<file path="src/rtl/mcsr_pkg.sv">
package mcsr_pkg;

  localparam logic [1:0] KIND_CSR  = 2'b00;
  localparam logic [1:0] KIND_MRET = 2'b01;

  localparam logic [11:0] A_MSTATUS  = 12'h300;
  localparam logic [11:0] A_MISA     = 12'h301;
  localparam logic [11:0] A_MIE      = 12'h304;
  localparam logic [11:0] A_MTVEC    = 12'h305;
  localparam logic [11:0] A_MSCRATCH = 12'h340;
  localparam logic [11:0] A_MEPC     = 12'h341;
  localparam logic [11:0] A_MCAUSE   = 12'h342;
  localparam logic [11:0] A_MTVAL    = 12'h343;
  localparam logic [11:0] A_MIP      = 12'h344;
  localparam logic [11:0] A_MCYCLE   = 12'hB00;
  localparam logic [11:0] A_MVENDOR  = 12'hF11;
  localparam logic [11:0] A_MARCH    = 12'hF12;
  localparam logic [11:0] A_MIMP     = 12'hF13;
  localparam logic [11:0] A_MHART    = 12'hF14;

  typedef enum logic [3:0] {
    SEL_NONE, SEL_MSTATUS, SEL_MISA, SEL_MIE, SEL_MTVEC, SEL_MSCRATCH,
    SEL_MEPC, SEL_MCAUSE, SEL_MTVAL, SEL_MIP, SEL_MCYCLE,
    SEL_MVENDOR, SEL_MARCH, SEL_MIMP, SEL_MHART
  } csr_sel_e;

  typedef enum logic [1:0] {OP_NONE, OP_WRITE, OP_SET, OP_CLEAR} csr_op_e;

  typedef struct packed {
    csr_sel_e sel;
    csr_op_e  op;
    logic     wr_en;
    logic     rd_we;
    logic     mret;
    logic     illegal;
  } csr_dec_t;

endpackage

</file>
<file path="src/rtl/mcsr_decode.sv">
module mcsr_decode
  import mcsr_pkg::*;
#(
  parameter bit HAS_CYCLE = 1'b1
) (
  input  logic [1:0]  kind,
  input  logic [2:0]  funct3,
  input  logic [11:0] addr,
  input  logic [4:0]  rs1_field,
  input  logic [4:0]  rd_idx,
  output logic        use_imm,
  output csr_dec_t    dec
);

  csr_sel_e sel_base;
  csr_sel_e sel;
  csr_op_e  op;
  logic     cyc_hit;
  logic     wants_wr;
  logic     read_only;
  logic     bad;

  always_comb begin
    unique case (addr)
      A_MSTATUS:  sel_base = SEL_MSTATUS;
      A_MISA:     sel_base = SEL_MISA;
      A_MIE:      sel_base = SEL_MIE;
      A_MTVEC:    sel_base = SEL_MTVEC;
      A_MSCRATCH: sel_base = SEL_MSCRATCH;
      A_MEPC:     sel_base = SEL_MEPC;
      A_MCAUSE:   sel_base = SEL_MCAUSE;
      A_MTVAL:    sel_base = SEL_MTVAL;
      A_MIP:      sel_base = SEL_MIP;
      A_MVENDOR:  sel_base = SEL_MVENDOR;
      A_MARCH:    sel_base = SEL_MARCH;
      A_MIMP:     sel_base = SEL_MIMP;
      A_MHART:    sel_base = SEL_MHART;
      default:    sel_base = SEL_NONE;
    endcase
  end

  generate
    if (HAS_CYCLE) begin : g_cyc
      assign cyc_hit = (addr == A_MCYCLE);
    end else begin : g_nocyc
      assign cyc_hit = 1'b0;
    end
  endgenerate

  assign sel = cyc_hit ? SEL_MCYCLE : sel_base;

  always_comb begin
    unique case (funct3[1:0])
      2'b01:   op = OP_WRITE;
      2'b10:   op = OP_SET;
      2'b11:   op = OP_CLEAR;
      default: op = OP_NONE;
    endcase
  end

  assign use_imm   = funct3[2];
  assign wants_wr  = (op == OP_WRITE) || (rs1_field != 5'd0);
  assign read_only = (addr[11:10] == 2'b11);
  assign bad       = (op == OP_NONE) || (sel == SEL_NONE) || (read_only && wants_wr);

  always_comb begin
    dec     = '0;
    dec.sel = sel;
    dec.op  = op;
    unique case (kind)
      KIND_CSR: begin
        dec.illegal = bad;
        dec.wr_en   = !bad && wants_wr;
        dec.rd_we   = !bad && (rd_idx != 5'd0);
      end
      KIND_MRET: dec.mret = 1'b1;
      default:   dec.illegal = 1'b1;
    endcase
  end

endmodule

</file>
<file path="src/rtl/mcsr_file.sv">
module mcsr_file
  import mcsr_pkg::*;
#(
  parameter int              XLEN      = 32,
  parameter bit              HAS_CYCLE = 1'b1,
  parameter logic [XLEN-1:0] MISA_VAL  = 32'h4000_0100,
  parameter logic [XLEN-1:0] MIE_MASK  = 32'h0000_0888,
  parameter logic [XLEN-1:0] HART_ID   = '0
) (
  input  logic            clk,
  input  logic            rst,
  input  csr_sel_e        rd_sel,
  output logic [XLEN-1:0] rdata,
  input  logic            wr_en,
  input  csr_sel_e        wr_sel,
  input  logic [XLEN-1:0] wr_data,
  input  logic            mret_en,
  output logic [XLEN-1:0] mepc_o
);

  localparam logic [XLEN-1:0] ALIGN = {{(XLEN-2){1'b1}}, 2'b00};

  logic            st_mie, st_mpie;
  logic [XLEN-1:0] ien_q, tvec_q, scratch_q, epc_q, cause_q, tval_q;
  logic [XLEN-1:0] cyc_val;
  logic [XLEN-1:0] status_rd;

  always_ff @(posedge clk) begin
    if (rst) begin
      st_mie    <= 1'b0;
      st_mpie   <= 1'b0;
      ien_q     <= '0;
      tvec_q    <= '0;
      scratch_q <= '0;
      epc_q     <= '0;
      cause_q   <= '0;
      tval_q    <= '0;
    end else if (mret_en) begin
      st_mie  <= st_mpie;
      st_mpie <= 1'b1;
    end else if (wr_en) begin
      case (wr_sel)
        SEL_MSTATUS: begin
          st_mie  <= wr_data[3];
          st_mpie <= wr_data[7];
        end
        SEL_MIE:      ien_q     <= wr_data & MIE_MASK;
        SEL_MTVEC:    tvec_q    <= wr_data & ALIGN;
        SEL_MSCRATCH: scratch_q <= wr_data;
        SEL_MEPC:     epc_q     <= wr_data & ALIGN;
        SEL_MCAUSE:   cause_q   <= wr_data;
        SEL_MTVAL:    tval_q    <= wr_data;
        default: ;
      endcase
    end
  end

  generate
    if (HAS_CYCLE) begin : g_cycle
      logic [XLEN-1:0] cnt_q;
      logic            cnt_we;
      assign cnt_we = wr_en && (wr_sel == SEL_MCYCLE);
      always_ff @(posedge clk) begin
        if (rst)         cnt_q <= '0;
        else if (cnt_we) cnt_q <= wr_data;
        else             cnt_q <= cnt_q + 1'b1;
      end
      assign cyc_val = cnt_q;

      p_cycle_step_r12: assert property (@(posedge clk) disable iff (rst)
        (!$past(rst) && !$past(cnt_we)) |-> (cnt_q == $past(cnt_q) + 1'b1));
    end else begin : g_nocycle
      assign cyc_val = '0;
    end
  endgenerate

  always_comb begin
    status_rd        = '0;
    status_rd[12:11] = 2'b11;
    status_rd[7]     = st_mpie;
    status_rd[3]     = st_mie;
  end

  always_comb begin
    unique case (rd_sel)
      SEL_MSTATUS:  rdata = status_rd;
      SEL_MISA:     rdata = MISA_VAL;
      SEL_MIE:      rdata = ien_q;
      SEL_MTVEC:    rdata = tvec_q;
      SEL_MSCRATCH: rdata = scratch_q;
      SEL_MEPC:     rdata = epc_q;
      SEL_MCAUSE:   rdata = cause_q;
      SEL_MTVAL:    rdata = tval_q;
      SEL_MCYCLE:   rdata = cyc_val;
      SEL_MHART:    rdata = HART_ID;
      default:      rdata = '0;
    endcase
  end

  assign mepc_o = epc_q;

  p_ro_not_written_r7: assert property (@(posedge clk) disable iff (rst)
    wr_en |-> !(wr_sel inside {SEL_MVENDOR, SEL_MARCH, SEL_MIMP, SEL_MHART}));

  p_mret_restore_r9: assert property (@(posedge clk) disable iff (rst)
    (!$past(rst) && $past(mret_en)) |-> (st_mpie && (st_mie == $past(st_mpie))));

  p_aligned_r11: assert property (@(posedge clk) disable iff (rst)
    (tvec_q[1:0] == 2'b00) && (epc_q[1:0] == 2'b00));

endmodule

</file>
<file path="src/rtl/mcsr_seq.sv">
module mcsr_seq
  import mcsr_pkg::*;
#(
  parameter int XLEN = 32
) (
  input  logic            clk,
  input  logic            rst,
  input  logic            start,
  input  csr_dec_t        dec_in,
  input  logic            use_imm,
  input  logic [4:0]      rs1_field,
  input  logic [XLEN-1:0] rs1_val,
  input  logic [4:0]      rd_idx,
  output csr_sel_e        f_rd_sel,
  input  logic [XLEN-1:0] f_rdata,
  output logic            f_wr_en,
  output csr_sel_e        f_wr_sel,
  output logic [XLEN-1:0] f_wr_data,
  output logic            f_mret,
  input  logic [XLEN-1:0] f_mepc,
  output logic            busy,
  output logic            done,
  output logic            illegal,
  output logic            rd_we,
  output logic [4:0]      rd_waddr,
  output logic [XLEN-1:0] rd_wdata,
  output logic            redirect,
  output logic [XLEN-1:0] redirect_pc
);

  typedef enum logic [2:0] {ST_IDLE, ST_READ, ST_CALC, ST_COMMIT, ST_DONE} st_e;

  st_e             st_q;
  csr_dec_t        dec_q;
  logic [XLEN-1:0] opnd_q, old_q, new_q, alu;
  logic [4:0]      rd_q;
  logic            accept;
  logic            commit;

  assign accept = start && (st_q == ST_IDLE);
  assign commit = (st_q == ST_COMMIT);

  always_ff @(posedge clk) begin
    if (rst) begin
      st_q <= ST_IDLE;
    end else begin
      unique case (st_q)
        ST_IDLE:   if (accept) st_q <= ST_READ;
        ST_READ:   st_q <= ST_CALC;
        ST_CALC:   st_q <= ST_COMMIT;
        ST_COMMIT: st_q <= ST_DONE;
        default:   st_q <= ST_IDLE;
      endcase
    end
  end

  always_comb begin
    unique case (dec_q.op)
      OP_WRITE: alu = opnd_q;
      OP_SET:   alu = old_q | opnd_q;
      OP_CLEAR: alu = old_q & ~opnd_q;
      default:  alu = old_q;
    endcase
  end

  always_ff @(posedge clk) begin
    if (rst) begin
      dec_q  <= '0;
      opnd_q <= '0;
      rd_q   <= '0;
      old_q  <= '0;
      new_q  <= '0;
    end else begin
      if (accept) begin
        dec_q  <= dec_in;
        opnd_q <= use_imm ? {{(XLEN-5){1'b0}}, rs1_field} : rs1_val;
        rd_q   <= rd_idx;
      end
      if (st_q == ST_READ) old_q <= f_rdata;
      if (st_q == ST_CALC) new_q <= alu;
    end
  end

  always_ff @(posedge clk) begin
    if (rst || !commit) begin
      done        <= 1'b0;
      illegal     <= 1'b0;
      rd_we       <= 1'b0;
      rd_waddr    <= '0;
      rd_wdata    <= '0;
      redirect    <= 1'b0;
      redirect_pc <= '0;
    end else begin
      done        <= 1'b1;
      illegal     <= dec_q.illegal;
      rd_we       <= dec_q.rd_we;
      rd_waddr    <= dec_q.rd_we ? rd_q : 5'd0;
      rd_wdata    <= dec_q.rd_we ? old_q : '0;
      redirect    <= dec_q.mret;
      redirect_pc <= dec_q.mret ? f_mepc : '0;
    end
  end

  assign busy      = (st_q != ST_IDLE);
  assign f_rd_sel  = dec_q.sel;
  assign f_wr_sel  = dec_q.sel;
  assign f_wr_en   = commit && dec_q.wr_en;
  assign f_wr_data = new_q;
  assign f_mret    = commit && dec_q.mret;

  p_four_cycles_r1: assert property (@(posedge clk) disable iff (rst)
    done |-> (busy && $past(busy, 1) && $past(busy, 2) && $past(busy, 3) && !$past(busy, 4)));

  p_trap_no_write_r6: assert property (@(posedge clk) disable iff (rst)
    (f_wr_en || f_mret) |-> !dec_q.illegal);

endmodule

</file>
<file path="src/rtl/mcsr_unit.sv">
module mcsr_unit
  import mcsr_pkg::*;
#(
  parameter int              XLEN      = 32,
  parameter bit              HAS_CYCLE = 1'b1,
  parameter logic [XLEN-1:0] MISA_VAL  = 32'h4000_0100,
  parameter logic [XLEN-1:0] MIE_MASK  = 32'h0000_0888,
  parameter logic [XLEN-1:0] HART_ID   = '0
) (
  input  logic            clk,
  input  logic            rst,
  input  logic            start,
  input  logic [1:0]      sys_kind,
  input  logic [2:0]      funct3,
  input  logic [11:0]     csr_addr,
  input  logic [4:0]      rs1_field,
  input  logic [XLEN-1:0] rs1_val,
  input  logic [4:0]      rd_idx,
  output logic            busy,
  output logic            done,
  output logic            illegal,
  output logic            rd_we,
  output logic [4:0]      rd_waddr,
  output logic [XLEN-1:0] rd_wdata,
  output logic            redirect,
  output logic [XLEN-1:0] redirect_pc
);

  csr_dec_t        dec;
  logic            use_imm;
  csr_sel_e        rd_sel, wr_sel;
  logic [XLEN-1:0] rdata, wr_data, mepc;
  logic            wr_en, mret_en;

  mcsr_decode #(.HAS_CYCLE(HAS_CYCLE)) u_dec (
    .kind      (sys_kind),
    .funct3    (funct3),
    .addr      (csr_addr),
    .rs1_field (rs1_field),
    .rd_idx    (rd_idx),
    .use_imm   (use_imm),
    .dec       (dec)
  );

  mcsr_seq #(.XLEN(XLEN)) u_seq (
    .clk         (clk),
    .rst         (rst),
    .start       (start),
    .dec_in      (dec),
    .use_imm     (use_imm),
    .rs1_field   (rs1_field),
    .rs1_val     (rs1_val),
    .rd_idx      (rd_idx),
    .f_rd_sel    (rd_sel),
    .f_rdata     (rdata),
    .f_wr_en     (wr_en),
    .f_wr_sel    (wr_sel),
    .f_wr_data   (wr_data),
    .f_mret      (mret_en),
    .f_mepc      (mepc),
    .busy        (busy),
    .done        (done),
    .illegal     (illegal),
    .rd_we       (rd_we),
    .rd_waddr    (rd_waddr),
    .rd_wdata    (rd_wdata),
    .redirect    (redirect),
    .redirect_pc (redirect_pc)
  );

  mcsr_file #(
    .XLEN(XLEN), .HAS_CYCLE(HAS_CYCLE), .MISA_VAL(MISA_VAL),
    .MIE_MASK(MIE_MASK), .HART_ID(HART_ID)
  ) u_file (
    .clk     (clk),
    .rst     (rst),
    .rd_sel  (rd_sel),
    .rdata   (rdata),
    .wr_en   (wr_en),
    .wr_sel  (wr_sel),
    .wr_data (wr_data),
    .mret_en (mret_en),
    .mepc_o  (mepc)
  );

  p_trap_quiet_r6: assert property (@(posedge clk) disable iff (rst)
    illegal |-> (!rd_we && !redirect && done));

endmodule

</file>
<file path="config.mk">
export PLATFORM = sky130hd
export DESIGN_NAME = mcsr_unit
export DESIGN_NICKNAME = d
export VERILOG_FILES = /design/src/rtl/mcsr_pkg.sv /design/src/rtl/mcsr_decode.sv /design/src/rtl/mcsr_file.sv /design/src/rtl/mcsr_seq.sv /design/src/rtl/mcsr_unit.sv
export SDC_FILE = /design/constraint.sdc
export NUM_CORES = 1
export LEC_CHECK = 0
export ABC_AREA = 0
export BUFFER_PORTS_ARGS = -buffer_cell sky130_fd_sc_hd__buf_4
export CELL_PAD_IN_SITES_DETAIL_PLACEMENT = 1
export CELL_PAD_IN_SITES_GLOBAL_PLACEMENT = 2
export CORE_UTILIZATION = 38
export CTS_CLUSTER_SIZE = 24
export DETAILED_ROUTE_END_ITERATION = 16
export PLACE_DENSITY = 0.87
export SLEW_MARGIN = 20
export SYNTH_ARGS = -nofsm -noshare
export SYNTH_HDL_FRONTEND = slang
export SYNTH_SLANG_ARGS = --single-unit
</file>
<file path="constraint.sdc">
create_clock -name clk -period 3.6 [get_ports clk]
set_input_delay 0.36 -clock clk [delete_from_list [all_inputs] [get_ports clk]]
set_output_delay 0.36 -clock clk [all_outputs]
set_load 0.01 [all_outputs]
</file>
==> reports/results.ini, run 1 <==
[status]
outcome=finished, final reports clean

[logic_synthesis]
synthXorXnorAreaFrac=0.01614
synthFlopType=dfxtp_1
synth_top_family_by_area=compound AO/OA/AOI/OAI gates
synth_fa_ha_area_frac=0.0008235
synth_area_um2=15190
yosysUniqueCellTypes=58
muxShareOfSynthArea=0.01128
async_flop_share=0
ys_seq_elements=378
yosysWarnings=0
netlist_instances=1845
synth_compound_area_frac=0.2164
synth_edf_count=0
seq_area_frac_synth=0.4981
yosys.area_share.simple=0.2151
postSynthAreaPerCell_um2=8.235

[clock_tree]
clock-sinks=378
clk_pin_slew_ns=0.06
ctsRootBufferMaster=clkbuf_16
cts_setup_buffers=0
cts.hold.buffers_added=0
clk_latency_ns=0.55
cts_tree=done
cts_resized=0
cts_made_buffers=42
clock_path_buffers=3
h-tree-depth=2

[routing]
wl_per_cell_um=20.03
drt-initial-drc-count=1135
drt_first_pass_iters=8
wirelength_um=49120
drc_errors=0
postRouteAntennaNets=0
vias_per_cell=5.565
vias=13646

[timing]
max_freq_mhz=386.8
max_slew_margin=0.2884
drv_slew=0
period_minus_slack_ns=2.586
final-setup-viol-count=0
hold_viol=0
rsz0062_at_grt=false
finalCritPeriodShare=0.7182
worstMarginPinSlew_ns=1.067
tns_ns=0
skew_ns=0.01713

[pwr]
leakagePower_nw=6.281
pwr-share-clk=0.453
pwr-share-seq=0.491
swShare=0.2462
internal-power_mw=6.812
switchingPower_mw=2.225
combPwrFrac=0.057
power_density_nw_per_um2=504.9
irDropWorstVdd_mv=0.3783

[floorplanning]
start_util=0.3895
rows=72
dieWidth_um=202.0
dieHeight_um=202.0
core_area_um2=39010
ioPinCount=136
die_area_um2=40790

[global_routing]
grt_pass1_vias=13685
grt_max_degree=176
grt_first_pass_wirelength_um=78260
antenna_found_initial=0
overflow=0
grtUsageTotal=0.2389

[final_layout]
layout-drive-gt1-share=0.1313
area_delta_synth_final_pct=17.80
final_common_cell=nand2_1
n_antenna_cell=0
layout.nets=1969
final_cell_mix=nand2_1, dfxtp_1, a21oi_1
multi_input_area_um2=7032
fillerInstances=4564
design_area_um2=17900
seq_area_um2=7569

[worst_setup_path]
worst-r2r-cell-count=6
ff2ff_setup_slack_ns=1.01
arrival_ns=2.97
worstReg2RegStart=u_seq.f_rd_sel[1]$_SDFFE_PP0P_
critPathMaxFanout=63
critPathKind=register to register
cp.required_ns=3.98
start_kind=register
worst_setup_path_end_kind=register
r2r-end=u_file.cyc_val[12]$_SDFF_PP0_

[placed_design]
gp_congestion=0.7868
place_hpwl_um=32250
dpl_cell_area_um2=16600
port_buffers=133

[worst_hold_path]
worstHoldEndpoint=u_seq.rd_q[1]$_SDFFE_PP0P_
worstHoldPathCells=3
hold_path_class=input pin to register
hold_path.startpoint=rd_idx[1]

[job]
maxCapViolCount=0

[through the flow]
step	utilization	power (mW)	cells	setup slack [ns]	hold slack [ns]
2_1_floorplan	-	4.774	1846	1.367	0.4296
5_1_grt	0.4588	9.371	2452	0.8342	0.08765
6_report	0.4588	9.037	2452	1.014	0.07521
4_1_cts	0.4588	9.124	2452	1.059	0.06333
3_5_place_dp	0.4257	5.027	2380	1.070	0.4462
3_3_place_gp	0.4257	5.009	2380	1.132	0.4356
[critical path, stage by stage (launching register included)]
cell and delay (ns):
dfxtp_1 0.82, nor4bb_4 0.40, buf_4 0.44, nand3_2 0.11, buf_4 0.34, nor2_1 0.22, a211oi_1 0.08
[per-layer routing]
layer,share of wire,GRT usage,vias up
li1,-,-,6540
met1,0.50,0.3556,6722
met2,0.44,0.3623,329
met3,0.051,0.03386,55
met4,0.014,0.05357,0
met5,0,0,-
[cell families after synthesis]
group	after synthesis
and+or+nand+nor	707
other	1
DFF	378
xor gates and xnor gates	28
AOI/OAI and AO/OA	549
adders and majority gates	1
muxes	17
buffers and inverters	164
[how the worst max path moves through the flow]
stage / slack (ns) / to / startpoint / cells after the start
after floorplan: 1.37 / u_seq.dec_q[0]$_SDFFE_PP0P_ / csr_addr[7] / 7
after global placement: 1.13 / u_seq.dec_q[0]$_SDFFE_PP0P_ / csr_addr[7] / 7
after detailed placement: 1.07 / u_file.cyc_val[30]$_SDFF_PP0_ / u_seq.f_rd_sel[1]$_SDFFE_PP0P_ / 6
after CTS: 1.06 / u_file.tval_q[20]$_SDFFE_PP0P_ / u_seq.f_rd_sel[0]$_SDFFE_PP0P_ / 7
after global routing: 0.83 / u_file.tval_q[24]$_SDFFE_PP0P_ / u_seq.f_rd_sel[0]$_SDFFE_PP0P_ / 7
final: 1.01 / u_file.cyc_val[12]$_SDFF_PP0_ / u_seq.f_rd_sel[1]$_SDFFE_PP0P_ / 6
[cell type report]
| type | count | share of cell area |
|---|---|---|
| Sequential cell | 378 | 0.4229 |
| Clock inverter | 10 | 0.003146 |
| Tap cell | 518 | 0.03621 |
| Timing Repair Buffer | 173 | 0.07431 |
| Clock buffer | 62 | 0.06914 |
| Inverter | 7 | 0.001468 |
| Multi-Input combinational cell | 1304 | 0.3929 |
[power by group through the flow]
stage | Combinational [mW] | Clock (mW) | Sequential (mW)
finish | 0.511 | 4.09 | 4.43
global route | 0.564 | 4.36 | 4.44
CTS | 0.514 | 4.19 | 4.42
detailed placement | 0.511 | 0 | 4.52
global placement | 0.497 | 0 | 4.51
floorplan | 0.347 | 0 | 4.43
[Yosys cell counts, types with 4 or more instances]
cell type	instances	area share
dfxtp_1	378	0.50
nand4_1	8	0.0033
buf_1	6	0.0015
a211oi_1	68	0.034
nor2b_1	41	0.017
nor3b_1	4	0.0020
a31oi_1	7	0.0029
o21ai_0	74	0.024
and3_1	9	0.0037
nand2_1	391	0.097
xnor2_1	11	0.0063
or3_1	6	0.0025
nor2_1	93	0.023
clkbuf_1	138	0.034
buf_2	11	0.0036
inv_1	7	0.0017
nand3b_1	28	0.014
a22oi_1	4	0.0020
mux2i_1	16	0.011
nor4_1	4	0.0016
and2_1	76	0.031
and4_1	5	0.0029
a221oi_1	4	0.0023
nand3_1	18	0.0059
a21oi_1	317	0.10
a222oi_1	52	0.034
a311oi_1	4	0.0023
nor3_1	6	0.0020
xor2_1	17	0.0098
[registers in the layout, indices dropped and copies added, names as in the netlist, 3 cells and up]
signal             flops
u_seq.redirect_pc     30
u_seq.f_wr_data       32
u_seq.f_rd_sel         4
u_file.scratch_q      32
u_seq.rd_wdata        32
u_file.tvec_q         30
u_seq.rd_q             5
u_seq.dec_q            6
u_file.cyc_val        32
u_file.ien_q           3
u_seq.rd_waddr         5
u_seq.opnd_q          32
u_seq.old_q           32
u_file.cause_q        32
u_seq.st_q             3
u_file.mepc_o         30
u_file.tval_q         32
(Power assumes the default switching activity.)
==> inputs of run 2 (changes only) <==
--- a/config.mk
+++ b/config.mk
@@ -5,14 +5,14 @@
 export SDC_FILE = /design/constraint.sdc
 export NUM_CORES = 1
 export LEC_CHECK = 0
-export ABC_AREA = 0
+export ABC_AREA = 1
 export BUFFER_PORTS_ARGS = -buffer_cell sky130_fd_sc_hd__buf_4
 export CELL_PAD_IN_SITES_DETAIL_PLACEMENT = 1
 export CELL_PAD_IN_SITES_GLOBAL_PLACEMENT = 2
-export CORE_UTILIZATION = 38
+export CORE_UTILIZATION = 31
 export CTS_CLUSTER_SIZE = 24
 export DETAILED_ROUTE_END_ITERATION = 16
-export PLACE_DENSITY = 0.87
+export PLACE_DENSITY = 0.79
 export SLEW_MARGIN = 20
 export SYNTH_ARGS = -nofsm -noshare
 export SYNTH_HDL_FRONTEND = slang
==> constraint.sdc (replaced) <==
create_clock -name clk -period 2.2 [get_ports clk]
set_input_delay 0.22 -clock clk [delete_from_list [all_inputs] [get_ports clk]]
set_output_delay 0.22 -clock clk [all_outputs]
set_load 0.01 [all_outputs]
==> run 2 against run 1 <==
  * Clock power is 78% higher
  * First-iteration DRC count is 28% lower
  * Register-to-register slack worse by 0.81 ns
  * Non-clock buffer count increased by 64
  * Clock skew rose by 0.0015 ns
  * Sequential power is 60% higher
  * Worst setup slack got worse by 0.81 ns
  * Final cell count up 19%
  * Via count up 8.6%
  * Critical path type unchanged
  * Largest power group is now clock
==> reports/results.ini, run 2 <==
[status]
outcome=finished, final reports clean

[worst_setup_path]
worst-r2r-cell-count=12  ; +6
cp-startpoint=u_file.cyc_val[1]$_SDFF_PP0_
r2r-end=u_file.cyc_val[16]$_SDFF_PP0_
arrival_ns=2.50  ; -0.47 ns
ff2ff_setup_slack_ns=0.20  ; -0.81 ns
critPathKind=register to register
cpPeakStageDelay_ns=0.40  ; -0.42 ns
worst_path_most_repeated_cell=nand2_1
critPathMaxFanout=3  ; -95%
crit_path_end=u_file.cyc_val[16]$_SDFF_PP0_
crit_chain=ha_1 -> nand2_1 -> nor2_1 -> nand3_1 -> nor2_1 -> nand2_1 -> nor2_1 -> xor2_1 -> nand2_1 -> o21ai_0 -> nand2_1 -> inv_1
critical_path_buf_inv_count=1  ; -1
cp_slowest_cell=dfxtp_1
worst_setup_path_end_kind=register
start_kind=register
crit_family=simple AND/OR/NAND/NOR gates
worstReg2RegStart=u_file.cyc_val[1]$_SDFF_PP0_
crit_cells=12  ; +6
cp.required_ns=2.70  ; -1.28 ns

[final_layout]
layout-drive-gt1-share=0.1319  ; +0.0005244
n_antenna_cell=0  ; unchanged
layout.nets=2293  ; +16%
fin_cells=2924  ; +19%
area_delta_synth_final_pct=23.77
final_cell_mix=dfxtp_1, nand2_1, a21oi_1
final_common_cell=dfxtp_1
fillerInstances=6027  ; +32%

[routing]
drt_first_pass_iters=5  ; -3
wirelength_um=56700  ; +15%
vias=14826  ; +8.6%
postRouteAntennaNets=0  ; unchanged
wl_per_cell_um=19.39  ; -3.2%
drt-initial-drc-count=817  ; -28%
drc_errors=0  ; unchanged
vias_per_cell=5.070  ; -8.9%

[clock_tree]
cts_made_buffers=43  ; +2.4%
clk_pin_slew_ns=0.06  ; about the same
clock-sinks=378  ; unchanged
clock_path_buffers=3  ; unchanged
h-tree-depth=2  ; unchanged
cts_tree=done
clk_latency_ns=0.57  ; +0.02 ns
ctsRootBufferMaster=clkbuf_16

[logic_synthesis]
seq_area_frac_synth=0.4833  ; -0.01473
synth_edf_count=0  ; unchanged
async_flop_share=0  ; unchanged
synth_area_um2=15660  ; +3.0%
postSynthAreaPerCell_um2=7.527  ; -8.6%
synthTopCellsByCount=dfxtp_1, nand2_1, a21oi_1
yosysTopAreaCell=dfxtp_1
synth_most_common_cell=dfxtp_1
yosysUniqueCellTypes=45  ; -22%
yosysWarnings=0  ; unchanged
synth_top_area_frac=0.4833  ; -0.01473
netlist_instances=2080  ; +13%
ys_seq_elements=378  ; unchanged
synthFlopType=dfxtp_1
synth.area.top_cells=dfxtp_1, a21oi_1, o21ai_0

[timing]
hold_viol=0  ; unchanged
rsz0062_at_grt=false
max_slew_margin=0.3674  ; +0.07904
finalCritPeriodShare=0.9091  ; +0.1909
skew_ns=0.01861  ; +0.001481 ns
final-setup-viol-count=0  ; unchanged
drv_slew=0  ; unchanged
max_freq_mhz=500.0  ; +29%
period_minus_slack_ns=2.000  ; -0.5855 ns
tns_ns=0  ; unchanged
worstMarginPinSlew_ns=0.9489  ; -0.1186 ns

[global_routing]
overflow=0  ; unchanged
grtUsageTotal=0.2238  ; -0.01508
antenna_found_initial=0  ; unchanged
grt_first_pass_wirelength_um=88530  ; +13%
grt_max_degree=72  ; -59%
grt_pass1_vias=15240  ; +11%

[job]
maxCapViolCount=0  ; unchanged

[placed_design]
port_buffers=133  ; unchanged
place_hpwl_um=39160  ; +21%
gp_congestion=0.8744  ; +11%
post-place-cells=2806  ; +18%

[floorplanning]
rows=81  ; +13%
core_area_um2=49360  ; +27%
ioPinCount=136  ; unchanged
die_area_um2=51410  ; +26%
start_util=0.3172  ; -0.07229
dieHeight_um=226.7  ; +12%
dieWidth_um=226.7  ; +12%

[pwr]
power_density_nw_per_um2=806.2  ; +60%
irDropWorstVdd_mv=0.4997  ; +32%
finalPower_mw=15.62  ; +73%
leakagePower_nw=7.777  ; +24%

[worst_hold_path]
worstHoldPathCells=3  ; unchanged
hold_path_class=input pin to register

==> run 2: worst min-delay path by stage <==
stage,startpoint,to,slack [ns]
5_1_grt,rs1_val[24],u_seq.opnd_q[24]$_SDFFE_PP0P_,0.04
4_1_cts,rs1_val[24],u_seq.opnd_q[24]$_SDFFE_PP0P_,0.01
3_5_place_dp,u_seq.rd_q[4]$_SDFFE_PP0P_,u_seq.rd_waddr[4]$_SDFF_PP0_,0.44
3_3_place_gp,u_seq.rd_q[3]$_SDFFE_PP0P_,u_seq.rd_waddr[3]$_SDFF_PP0_,0.43
6_report,rs1_val[24],u_seq.opnd_q[24]$_SDFFE_PP0P_,0.03
2_1_floorplan,start,u_seq.st_q[0]$_SDFFE_PP0P_,0.37
==> run 2: final cells by class <==
| type | instances | area [um^2] | area share |
|---|---|---|---|
| Clock buffer | 63 | 1234 | 0.06367 |
| Clock inverter | 12 | 170.2 | 0.008782 |
| Inverter | 278 | 1051 | 0.05424 |
| Multi-Input combinational cell | 1292 | 6437 | 0.3322 |
| Sequential cell | 378 | 7567 | 0.3905 |
| Tap cell | 664 | 830.8 | 0.04287 |
| Timing Repair Buffer | 237 | 2087 | 0.1077 |
==> run 2: cell families (layout without fill, tap and decap cells) <==
family,after synthesis,count (layout),synth area share
AOI/OAI and AO/OA,714,714,0.2441
xor gates and xnor gates,12,12,0.006713
adders and majority gates,1,1,0.0007990
buffers and inverters,411,590,0.1064
DFF,378,378,0.4833
other,1,2,0.0002395
and+or+nand+nor,563,563,0.1584
==> run 2: what timing repair did <==
action / 4_1_cts / 5_1_grt
endpoints found under the setup margin: 0 / 18
endpoints found under the hold margin: 43 / 0
gates resized for setup: 0 / 3
setup buffers: 0 / 0
hold buffers: 43 / 0
==> run 2: per-layer routing <==
| layer | share of wire | up-vias | wire (um) | global-route usage |
|---|---|---|---|---|
| met5 | 0 | - | 0 | 0 |
| met4 | 0.024 | 0 | 1376 | 0.07149 |
| met3 | 0.038 | 76 | 2168 | 0.02579 |
| met2 | 0.46 | 281 | 25840 | 0.3612 |
| met1 | 0.48 | 7261 | 27320 | 0.3094 |
| li1 | - | 7208 | - | - |
==> run 2: stage by stage <==
stage	util	instance area, um^2	setup WS (ns)	hold slack [ns]
2_1_floorplan	-	15660	0.5684	0.3716
3_3_place_gp	0.3553	17540	0.03321	0.4272
3_5_place_dp	0.3553	17540	0.06414	0.4352
4_1_cts	0.3925	19370	0.03372	0.009677
5_1_grt	0.3926	19380	0.02115	0.03932
6_report	0.3926	19380	0.2000	0.03056
==> run 2: report_power, final <==
group          switching, mW  internal (mW)
clock                   2.95           4.35
combinational          0.852          0.405
sequential            0.0781           6.99
total                   3.88           11.7
==> run 2: worst register-to-register path, stage by stage (launching register included) <==
cell and delay (ns):
dfxtp_1 0.40, ha_1 0.20, nand2_1 0.11, nor2_1 0.19, nand3_1 0.14, nor2_1 0.15
nand2_1 0.13, nor2_1 0.16, xor2_1 0.16, nand2_1 0.06, o21ai_0 0.10, nand2_1 0.07
inv_1 0.07
